File: src/rtl/frm_init_pkg.sv
package frm_init_pkg;

   // Events decoded from one frame strobe
   typedef struct packed {
      logic start;   // strobe seen with request low
      logic stop;    // strobe seen with request high
   } frm_evt_t;

   localparam int unsigned DEF_TS_W       = 5;
   localparam int unsigned DEF_DEPTH      = 256;
   localparam int unsigned DEF_CPE        = 2;
   localparam int unsigned DEF_FRAME_CLKS = 512;

endpackage

File: src/rtl/frm_init_strobe.sv
module frm_init_strobe
   import frm_init_pkg::*;
#(
   parameter int unsigned TS_W = DEF_TS_W
) (
   input  logic            frame_sync,
   input  logic [TS_W-1:0] ts,
   input  logic            init_n,
   output frm_evt_t        evt
);

   logic strobe;

   assign strobe    = frame_sync & (ts == '0);
   assign evt.start = strobe & ~init_n;
   assign evt.stop  = strobe &  init_n;

endmodule

File: src/rtl/frm_init_sweep.sv
module frm_init_sweep #(
   parameter int unsigned DEPTH = 256,
   parameter int unsigned CPE   = 2,
   localparam int unsigned AW   = (DEPTH > 1) ? $clog2(DEPTH) : 1
) (
   input  logic          clk,
   input  logic          rst_n,
   input  logic          restart,
   input  logic          active,
   output logic [AW-1:0] addr,
   output logic          we
);

   logic          done_q;
   logic [AW-1:0] addr_q;
   logic          ph_zero;
   logic          ph_last;
   logic          run;

   assign run = active & ~done_q;

   generate
      if (CPE == 1) begin : g_ph_none
         assign ph_zero = 1'b1;
         assign ph_last = 1'b1;
      end else begin : g_ph_cnt
         localparam int unsigned PW = $clog2(CPE);
         logic [PW-1:0] ph_q;
         always_ff @(posedge clk or negedge rst_n) begin
            if (!rst_n)       ph_q <= '0;
            else if (restart) ph_q <= '0;
            else if (run)     ph_q <= ph_last ? '0 : ph_q + 1'b1;
         end
         assign ph_zero = (ph_q == '0);
         assign ph_last = (ph_q == PW'(CPE - 1));
      end
   endgenerate

   always_ff @(posedge clk or negedge rst_n) begin
      if (!rst_n) begin
         addr_q <= '0;
         done_q <= 1'b1;
      end else if (restart) begin
         addr_q <= '0;
         done_q <= 1'b0;
      end else if (run && ph_last) begin
         if (addr_q == AW'(DEPTH - 1)) done_q <= 1'b1;
         else                          addr_q <= addr_q + 1'b1;
      end
   end

   assign addr = addr_q;
   assign we   = run & ph_zero;

endmodule

File: src/rtl/frm_init_drv.sv
module frm_init_drv
   import frm_init_pkg::*;
(
   input  logic     clk,
   input  logic     rst_n,
   input  frm_evt_t evt,
   input  logic     conn_set,
   output logic     init_act,
   output logic     pcm_dis
);

   logic act_q;
   logic pcm_q;

   always_ff @(posedge clk or negedge rst_n) begin
      if (!rst_n) begin
         act_q <= 1'b0;
         pcm_q <= 1'b1;
      end else begin
         if (evt.start)     act_q <= 1'b1;
         else if (evt.stop) act_q <= 1'b0;

         if (evt.start)                 pcm_q <= 1'b1;
         else if (conn_set && !act_q)   pcm_q <= 1'b0;
      end
   end

   assign init_act = act_q;
   assign pcm_dis  = pcm_q;

endmodule

File: src/rtl/frm_init_seq.sv
module frm_init_seq
   import frm_init_pkg::*;
#(
   parameter int unsigned TS_W       = DEF_TS_W,
   parameter int unsigned DEPTH      = DEF_DEPTH,
   parameter int unsigned CPE        = DEF_CPE,
   parameter int unsigned FRAME_CLKS = DEF_FRAME_CLKS,
   localparam int unsigned AW        = (DEPTH > 1) ? $clog2(DEPTH) : 1
) (
   input  logic            clk,
   input  logic            rst_n,
   input  logic            frame_sync,
   input  logic [TS_W-1:0] ts,
   input  logic            init_n,
   input  logic            conn_set,
   output logic [AW-1:0]   mem_clr_addr,
   output logic            mem_clr_we,
   output logic            bus_drv_dis,
   output logic            pcm_drv_dis
);

   initial begin
      assert (DEPTH >= 2) else $error("DEPTH must be at least 2");
      assert (CPE >= 1) else $error("CPE must be at least 1");
      assert (DEPTH * CPE <= FRAME_CLKS)
         else $error("sweep does not fit in one frame");
   end

   frm_evt_t evt;
   logic     init_act;

   frm_init_strobe #(.TS_W(TS_W)) u_strobe (
      .frame_sync (frame_sync),
      .ts         (ts),
      .init_n     (init_n),
      .evt        (evt)
   );

   frm_init_drv u_drv (
      .clk      (clk),
      .rst_n    (rst_n),
      .evt      (evt),
      .conn_set (conn_set),
      .init_act (init_act),
      .pcm_dis  (pcm_drv_dis)
   );

   frm_init_sweep #(.DEPTH(DEPTH), .CPE(CPE)) u_sweep (
      .clk     (clk),
      .rst_n   (rst_n),
      .restart (evt.start),
      .active  (init_act),
      .addr    (mem_clr_addr),
      .we      (mem_clr_we)
   );

   assign bus_drv_dis = init_act;

endmodule

File: config.mk
export PLATFORM = sky130hd
export DESIGN_NAME = frm_init_seq
export DESIGN_NICKNAME = d
export VERILOG_FILES = /design/src/rtl/frm_init_pkg.sv /design/src/rtl/frm_init_strobe.sv /design/src/rtl/frm_init_sweep.sv /design/src/rtl/frm_init_drv.sv /design/src/rtl/frm_init_seq.sv
export SDC_FILE = /design/constraint.sdc
export NUM_CORES = 1
export LEC_CHECK = 0
export CORE_MARGIN = 5
export CORE_UTILIZATION = 49
export DETAILED_ROUTE_END_ITERATION = 12
export PLACE_DENSITY = 0.82
export SLEW_MARGIN = 20
export SYNTH_ARGS = -nofsm -noshare
export SYNTH_HDL_FRONTEND = slang
export SYNTH_HIERARCHICAL = 1
export SYNTH_SLANG_ARGS = --single-unit
File: constraint.sdc
create_clock -name clk -period 3 [get_ports clk]
set_clock_uncertainty 0.15 [all_clocks]
set_input_delay 0.6 -clock clk [delete_from_list [all_inputs] [get_ports clk]]
set_output_delay 0.6 -clock clk [all_outputs]
set_load 0.01 [all_outputs]
Yosys cells after proc, flatten, opt, wreduce, memory -nomap -nowiden
Cells that the tools add are included.
{"block": "op_classes", "n_eq_ne": 2, "reduce_logical": 11, "n_addsub": 2, "bitwise_logic": 8, "muxes": 13}
{"operator": "two-way mux 8 bit", "count": 3}
{"operator": "two-way mux 1 bit", "count": 10}
{"operator": "nonzero test 2 bit", "count": 5}
{"operator": "adder 8 x 1 -> 8 bit (second input constant)", "count": 1}
{"operator": "equality test 8 bit (second input constant)", "count": 1}
{"operator": "bitwise AND 1 bit", "count": 5}
{"operator": "zero test 5 bit", "count": 1}
{"operator": "AND reduction 2 bit", "count": 2}
{"operator": "inverter 1 bit", "count": 3}
{"operator": "logical AND 1 bit", "count": 2}
{"operator": "!= test 2 x 1 -> 1 bit (second input constant)", "count": 1}
{"operator": "adder 1 bit (second input constant)", "count": 1}
{"operator": "zero test 1 bit", "count": 1}
{"block": "word_totals", "out_inout_bits": 11, "input_bits": 10, "wordCells": 41, "register_bits": 12}

Longest topological paths before layout
Gate-level depths: netlist (run 1).
{"block": "logic_depth", "word_depth": 5, "mapped_depth": 5, "depth_no_buf": 4}

Hierarchy
Netlist (run 1), hierarchy kept.
{"module": "frm_init_sweep", "n_inst": 1, "cells_each": 59, "area_each_um2": 625.6, "seq_area_each_um2": 251.5}
{"module": "frm_init_drv", "n_inst": 1, "cells_each": 6, "area_each_um2": 77.6, "seq_area_each_um2": 51.3}
{"module": "frm_init_strobe", "n_inst": 1, "cells_each": 3, "area_each_um2": 31.3, "seq_area_each_um2": 0.0}

Worst setup path before layout (run 1)
No wires, ideal clock.
{"block": "synth_timing", "path_kind": "in2reg", "startpoint": "in ts[1]", "endpoint": "reg u_sweep.addr_q[0] (netlist: u_sweep/addr[0])", "slack_ns": 0.218, "n_path_buf": 1, "t_arrival_ns": 2.504, "setup_time_ns": 0.128, "path_stages": 5, "required_time_ns": 2.722, "cell_sequence": "or4b_1 > nor4_1 > clkbuf_1 > nor2_1 > mux2_1"}
{"element": "start, declared", "line_no": "frm_init_seq.sv:13", "source": "input logic [TS_W-1:0] ts,"}
{"element": "end signal, assigned", "line_no": "frm_init_sweep.sv:48", "source": "else addr_q <= addr_q + 1'b1;"}
{"element": "end, declared", "line_no": "frm_init_sweep.sv:15", "source": "logic [AW-1:0] addr_q;"}

Worst setup path in the final report (run 1)
{"block": "layout_timing", "startpoint": "reg u_drv.act_q (netlist: u_drv/init_act)", "endpoint": "out mem_clr_we"}
{"block": "layout_between", "elab_chain_cells": 2}
{"element": "start, declared", "line_no": "frm_init_drv.sv:12", "source": "logic act_q;"}
{"element": "start signal, assigned", "line_no": "frm_init_drv.sv:17", "source": "act_q <= 1'b0;"}
{"element": "start signal, assigned", "line_no": "frm_init_drv.sv:20", "source": "if (evt.start) act_q <= 1'b1;"}
{"element": "start signal, assigned", "line_no": "frm_init_drv.sv:21", "source": "else if (evt.stop) act_q <= 1'b0;"}
{"element": "bitwise AND 1 bit", "line_no": "frm_init_sweep.sv:20", "source": "assign run = active & ~done_q;"}
{"element": "bitwise AND 1 bit", "line_no": "frm_init_sweep.sv:53", "source": "assign we = run & ph_zero;"}
{"element": "end, declared", "line_no": "frm_init_seq.sv:17", "source": "output logic mem_clr_we,"}
Every way passes these cells.

==> reports/qor.csv, run 1 <==
metric;value;unit
status;complete, no violations;
async_flop_share;100;%
io_buffers;20;
die-height;48.7;µm
crit_chain;nor2b_1 > nor2b_1 > clkdlybuf4s50_1;
cp-end-kind;output port;
synth-main-ff-cell;dfrtp_1;
syn2layout_area_growth;33.4;%
finalCriticalPeriod;2380;ps
synth_area;734;µm²
clk_pin_slew;80;ps
route.met2.wl;779;µm
cts_max_level;1;
finalNetCount;103;
cp_slowest_cell;clkdlybuf4s50_1;
worst_ep_required_time;2250;ps
cp_max_fo;8;
gp_congestion;0.788;
grt_max_degree;19;
hp-class;flop to flop;
max_stage_delay;540;ps
whs;366;ps
max_freq;419;MHz
tightest_slew;553;ps
yosysTopAreaCellShare;34.1;%
diodes;0;
clockBufferDepth;2;
overflow;0;
grt_pass1_wl;2850;µm
ir_drop;352;µV
grt_use_total;15.0;%
fill_cells;133;
critical_path.most_common_cell;nor2b_1;
power_leakage;0.401;nW
synth_top_cells_by_count;dfrtp_1, nor2b_1, nor2_1, nand2b_1;
routed.top_layer;met3;
first_pass_iters;4;
setup_tns;0;ps
start_kind;flop;
tritoncts;built;
synth_seq_cells;12;
wirelength;1580;µm
synth.area.top_cells;dfrtp_1, dfstp_2, nor2b_1;
drt-initial-drc-count;10;
antenna_found_initial;0;
clk-insertion-delay-late;270;ps
wl_per_cell;14.7;µm
cts_resized;0;
row_count;14;
finalSetupViolations;0;
slew_headroom;63.0;%
core;1470;µm²
wl_met1;702;µm
cap_violations;0;
viasPerCell;5.85;
vias;626;
synth_nets;79;
ys_seq_area_share;41.2;%
slew_viol_final;0;
ys_types;34;
drc_errors;0;
crit_type;flop to output port;
syn_inst;68;
pwr_density_cell;513;nW/µm²
layout-drive-gt1-share;17.6;%
wl_met3;93;µm
yosys_warnings;6;
numCtsBuffers;3;
cts.sinks;12;
post_cts_buffers;0;
finalCritPeriodShare;79.5;%
die-area;2370;µm²
pin_count;21;
drtAntennaViolNets;0;
clock-root-buffer;clkbuf_4;
start_util;49.9;%
yosysTopAreaCell;dfrtp_1;
rsz0062_at_grt;false;
hpwlAfterDp;1200;µm
die_width;48.7;µm
final_area;980;µm²
critPathArrivalTime;1630;ps
hold_violations;0;
synth_edf_count;0;
grt_pass1_vias;611;
avgSynthCellArea;10.8;µm²
synth.most_common_cell;dfrtp_1;
ctsHoldBuffers;0;
placed_cell_area;953;µm²
-- cells in the final DEF, fill, tap and decap left out, types with 3 or more instances in the layout --
cell and n:
clkbuf_4 3, clkdlybuf4s50_1 20, dfrtp_1 10, nand2b_1 3, nor2_1 6, nor2b_1 7
-- power breakdown --
part	switching [mW]	internal [mW]	leakage (nW)	total (mW)
clock	0.0578	0.0515	0.0150	0.109
sequential	0.0493	0.193	0.151	0.242
combinational	0.0583	0.0924	0.235	0.151
total	0.165	0.337	0.401	0.502
-- critical path: cells and delay by family (launching register included) --
| kind | cells | cell delay [ps] |
|---|---|---|
| flip-flops | 1 | 460 |
| AND/OR/NAND/NOR | 2 | 370 |
| buffers and inverters | 1 | 540 |
-- final timing paths --
| kind | to | slack, ps | cells past startpoint | startpoint |
|---|---|---|---|---|
| max | mem_clr_we | 620 | 3 | u_drv/init_act |
| min | u_drv/pcm_dis | 370 | 1 | u_drv/pcm_dis |
| max reg2reg | u_sweep/addr[3] | 1200 | 4 | u_sweep/addr[0] |
| min reg2reg | u_drv/pcm_dis | 370 | 1 | u_drv/pcm_dis |
| max in group asynchronous | u_sweep/done_q | 1800 | 1 | rst_n |
| min in group asynchronous | u_sweep/g_ph_cnt.ph_q | 530 | 1 | rst_n |
-- cells by family after synthesis --
kind of cell	count (synthesis)	share of synthesized area [%]
fa+ha+maj	1	1.70
simple gates	34	31.9
compound gates	10	11.4
mux	6	9.54
flops	12	41.2
buf+inv	4	3.07
xor+xnor	1	1.19
-- through the flow --
stage | power, mW | util (%) | cells | setup slack, ps
detailed placement | 0.397 | 64.8 | 103 | 350
CTS | 0.506 | 66.6 | 107 | 594
finish | 0.502 | 66.6 | 107 | 616
floorplan | 0.318 | - | 68 | 218
global placement | 0.391 | 64.8 | 103 | 433
global route | 0.542 | 66.6 | 107 | 458
-- registers in the layout, indices dropped and copies added, names as in the netlist --
signal	flops
u_sweep/addr	8
u_drv/pcm_dis	1
u_sweep/g_ph_cnt.ph_q	1
u_drv/init_act	1
u_sweep/done_q	1
-- routing by layer --
metal	global-route usage, %	vias to the layer above
met5	0	-
met4	6.73	0
met3	3.07	0
met2	23.3	16
met1	20.0	308
li1	-	302
-- layout make-up --
| type | instances | area (µm²) | share of cell area [%] |
|---|---|---|---|
| repair buffers | 21 | 208 | 21.2 |
| clock buffers | 4 | 26.3 | 2.68 |
| well taps | 16 | 20.0 | 2.04 |
| multi-input cells | 52 | 415 | 42.4 |
| flip-flops and latches | 12 | 303 | 30.9 |
| inverters | 2 | 7.51 | 0.766 |
Note: power is estimated with default switching activity, not from simulation.
==> run 2: changes to the inputs <==
- CORE_ASPECT_RATIO: unset -> 1.25
- CORE_UTILIZATION: 49 -> 45
- PLACE_DENSITY: 0.82 -> 0.76
- clock period: 3 -> 2.5 ns (I/O delays scaled with it)
==> run 2 against run 1 <==
Effect of this change:
- critical path depth is the same
- largest power group unchanged
- combinational power grew 21%
- critical endpoint unchanged
- flip-flop and latch count is the same
- power grew 26%
- global-route usage grew 0.53 points
- critical path type unchanged
- design area grew 2.0%
- wire length grew 1.8%
- highest routed layer is now met4
==> reports/qor.csv, run 2 (synthesized netlist as in run 1, its figures left out) <==
metric;value;unit;change
tritoncts;built;;
cp_max_fo;8;;unchanged
crit_type;flop to output port;;
drt-initial-drc-count;21;;+11
setup_ws;209;ps;-407 ps
viasPerCell;5.57;;-4.7%
largest_register_ffs;8;;unchanged
clockBufferDepth;2;;unchanged
finalNetCount;104;;+0.97%
grt_pass1_wl;2790;µm;-1.9%
p_comb_share;28.8;%;-1.2 points
finalCriticalPeriod;2290;ps;
cts_max_level;1;;unchanged
max_freq;436;MHz;
grt_pass1_vias;665;;+8.8%
diodes;0;;unchanged
start_util;47.0;%;-2.9 points
layout-drive-gt1-share;19.6;%;+2.0 points
io_buffers;20;;unchanged
die-area;2550;µm²;+7.3%
antenna_found_initial;0;;unchanged
hpwlAfterDp;1220;µm;+2.3%
place_inst;106;;+2.9%
final_cell_mix;clkdlybuf4s50_1, dfrtp_1, nor2b_1;;
finalNonFillerCells;110;;+2.8%
sw_frac_of_total;31.6;%;-1.3 points
post-place-ws;-15.4;ps;-366 ps
max_stage_delay;540;ps;about the same
cts.sinks;12;;unchanged
finalCritPeriodShare;91.7;%;
seqPwrFrac;46.2;%;-2.0 points
cp-end-kind;output port;;
tightest_slew;549;ps;-3.69 ps
finish.utilization;64.0;%;-2.6 points
rsz0062_at_grt;false;;
drc_errors;0;;unchanged
wl_per_cell;14.6;µm;-0.94%
hp-class;flop to flop;;
critical_path.most_common_cell;nor2b_1;;
die-height;55.2;µm;+13%
ir_drop;429;µV;+22%
critPathArrivalTime;1640;ps;about the same
vias;613;;-2.1%
post_cts_buffers;0;;unchanged
cap_violations;0;;unchanged
row_count;16;;+2
pin_count;21;;unchanged
final_common_cell;clkdlybuf4s50_1;;
ctsHoldBuffers;0;;unchanged
slew_headroom;63.3;%;+0.25 points
overflow;0;;unchanged
clk_pin_slew;80;ps;about the same
slew_viol_final;0;;unchanged
worst_ep_required_time;1850;ps;-400 ps
status;complete, no violations;;
syn2layout_area_growth;36.1;%;
gp_congestion;0.710;;-9.9%
die_width;46.1;µm;-5.3%
numCtsBuffers;3;;unchanged
finalSetupViolations;0;;unchanged
first_pass_iters;4;;unchanged
core;1560;µm²;+6.1%
start_kind;flop;;
cts_resized;0;;unchanged
cp_slowest_cell;clkdlybuf4s50_1;;
grt_use_total;15.5;%;+0.53 points
hold_violations;0;;unchanged
pwr_density_cell;632;nW/µm²;+23%
clk-insertion-delay-late;280;ps;about the same
grt_max_degree;13;;-6
power_frac_clock;24.9;%;+3.1 points
p_sw;0.200;mW;+21%
internal_power;0.432;mW;+28%
crit_chain;nor2b_1 > nor2b_1 > clkdlybuf4s50_1;;
drtAntennaViolNets;0;;unchanged
clock-root-buffer;clkbuf_4;;
power_leakage;0.413;nW;+2.9%
wirelength;1600;µm;+1.8%
-- run 2: cell types whose count changed in the layout (fill, tap and decap cells not counted) --
| cell | delta |
|---|---|
| buf_4 | +1 |
| clkbuf_1 | -1 |
| clkbuf_8 | +1 |
-- run 2: stage by stage --
step | power, mW | cell area [µm²] | setup TNS (ps) | hold slack (ps)
floorplan | 0.381 | 741 | 0 | 54.4
global placement | 0.474 | 963 | 0 | 348
detailed placement | 0.480 | 963 | -24.1 | 351
CTS | 0.643 | 1000 | 0 | 364
global route | 0.680 | 1000 | 0 | 376
finish | 0.631 | 1000 | 0 | 360
-- run 2: area by class of cell --
type | instances | area [µm²]
multi-input cells | 52 | 415
well taps | 18 | 22.5
repair buffers | 22 | 215
clock buffers | 4 | 36.3
fillers | 144 | 562
flip-flops and latches | 12 | 303
inverters | 2 | 7.51
-- run 2: worst paths after layout --
check,end,slack (ps),depth (start not counted),start
worst min register to register,u_drv/pcm_dis,360,1,u_drv/pcm_dis
max in group asynchronous,u_sweep/addr[5],1410,1,rst_n
worst max register to register,u_sweep/addr[3],660,4,u_sweep/addr[0]
min in group asynchronous,u_sweep/addr[7],420,1,rst_n
worst min-delay path,u_drv/pcm_dis,360,1,u_drv/pcm_dis
worst max-delay path,mem_clr_we,210,3,u_drv/init_act
-- run 2: worst max-delay path, delay by kind of cell (launching register included) --
family	cells	cell delay, ps
buffers and inverters	1	540
DFF	1	460
and+or+nand+nor	2	360
-- run 2: routing by layer --
metal  vias to the layer above  wire, µm  GRT usage [%]  part of all wire [%]
met5                         -         0              0                     0
met4                         0        38           10.9                   2.4
met3                         4        74           2.59                   4.6
met2                        18       781           26.1                    49
met1                       291       709           17.5                    44
li1                        300         -              -                     -
-- run 2: power groups by stage --
stage               sequential, mW  clock, mW  combinational (mW)
global route                 0.305      0.172               0.203
finish                       0.292      0.157               0.182
global placement             0.295          0               0.179
detailed placement           0.296          0               0.184
floorplan                    0.294          0              0.0877
CTS                          0.293      0.164               0.186
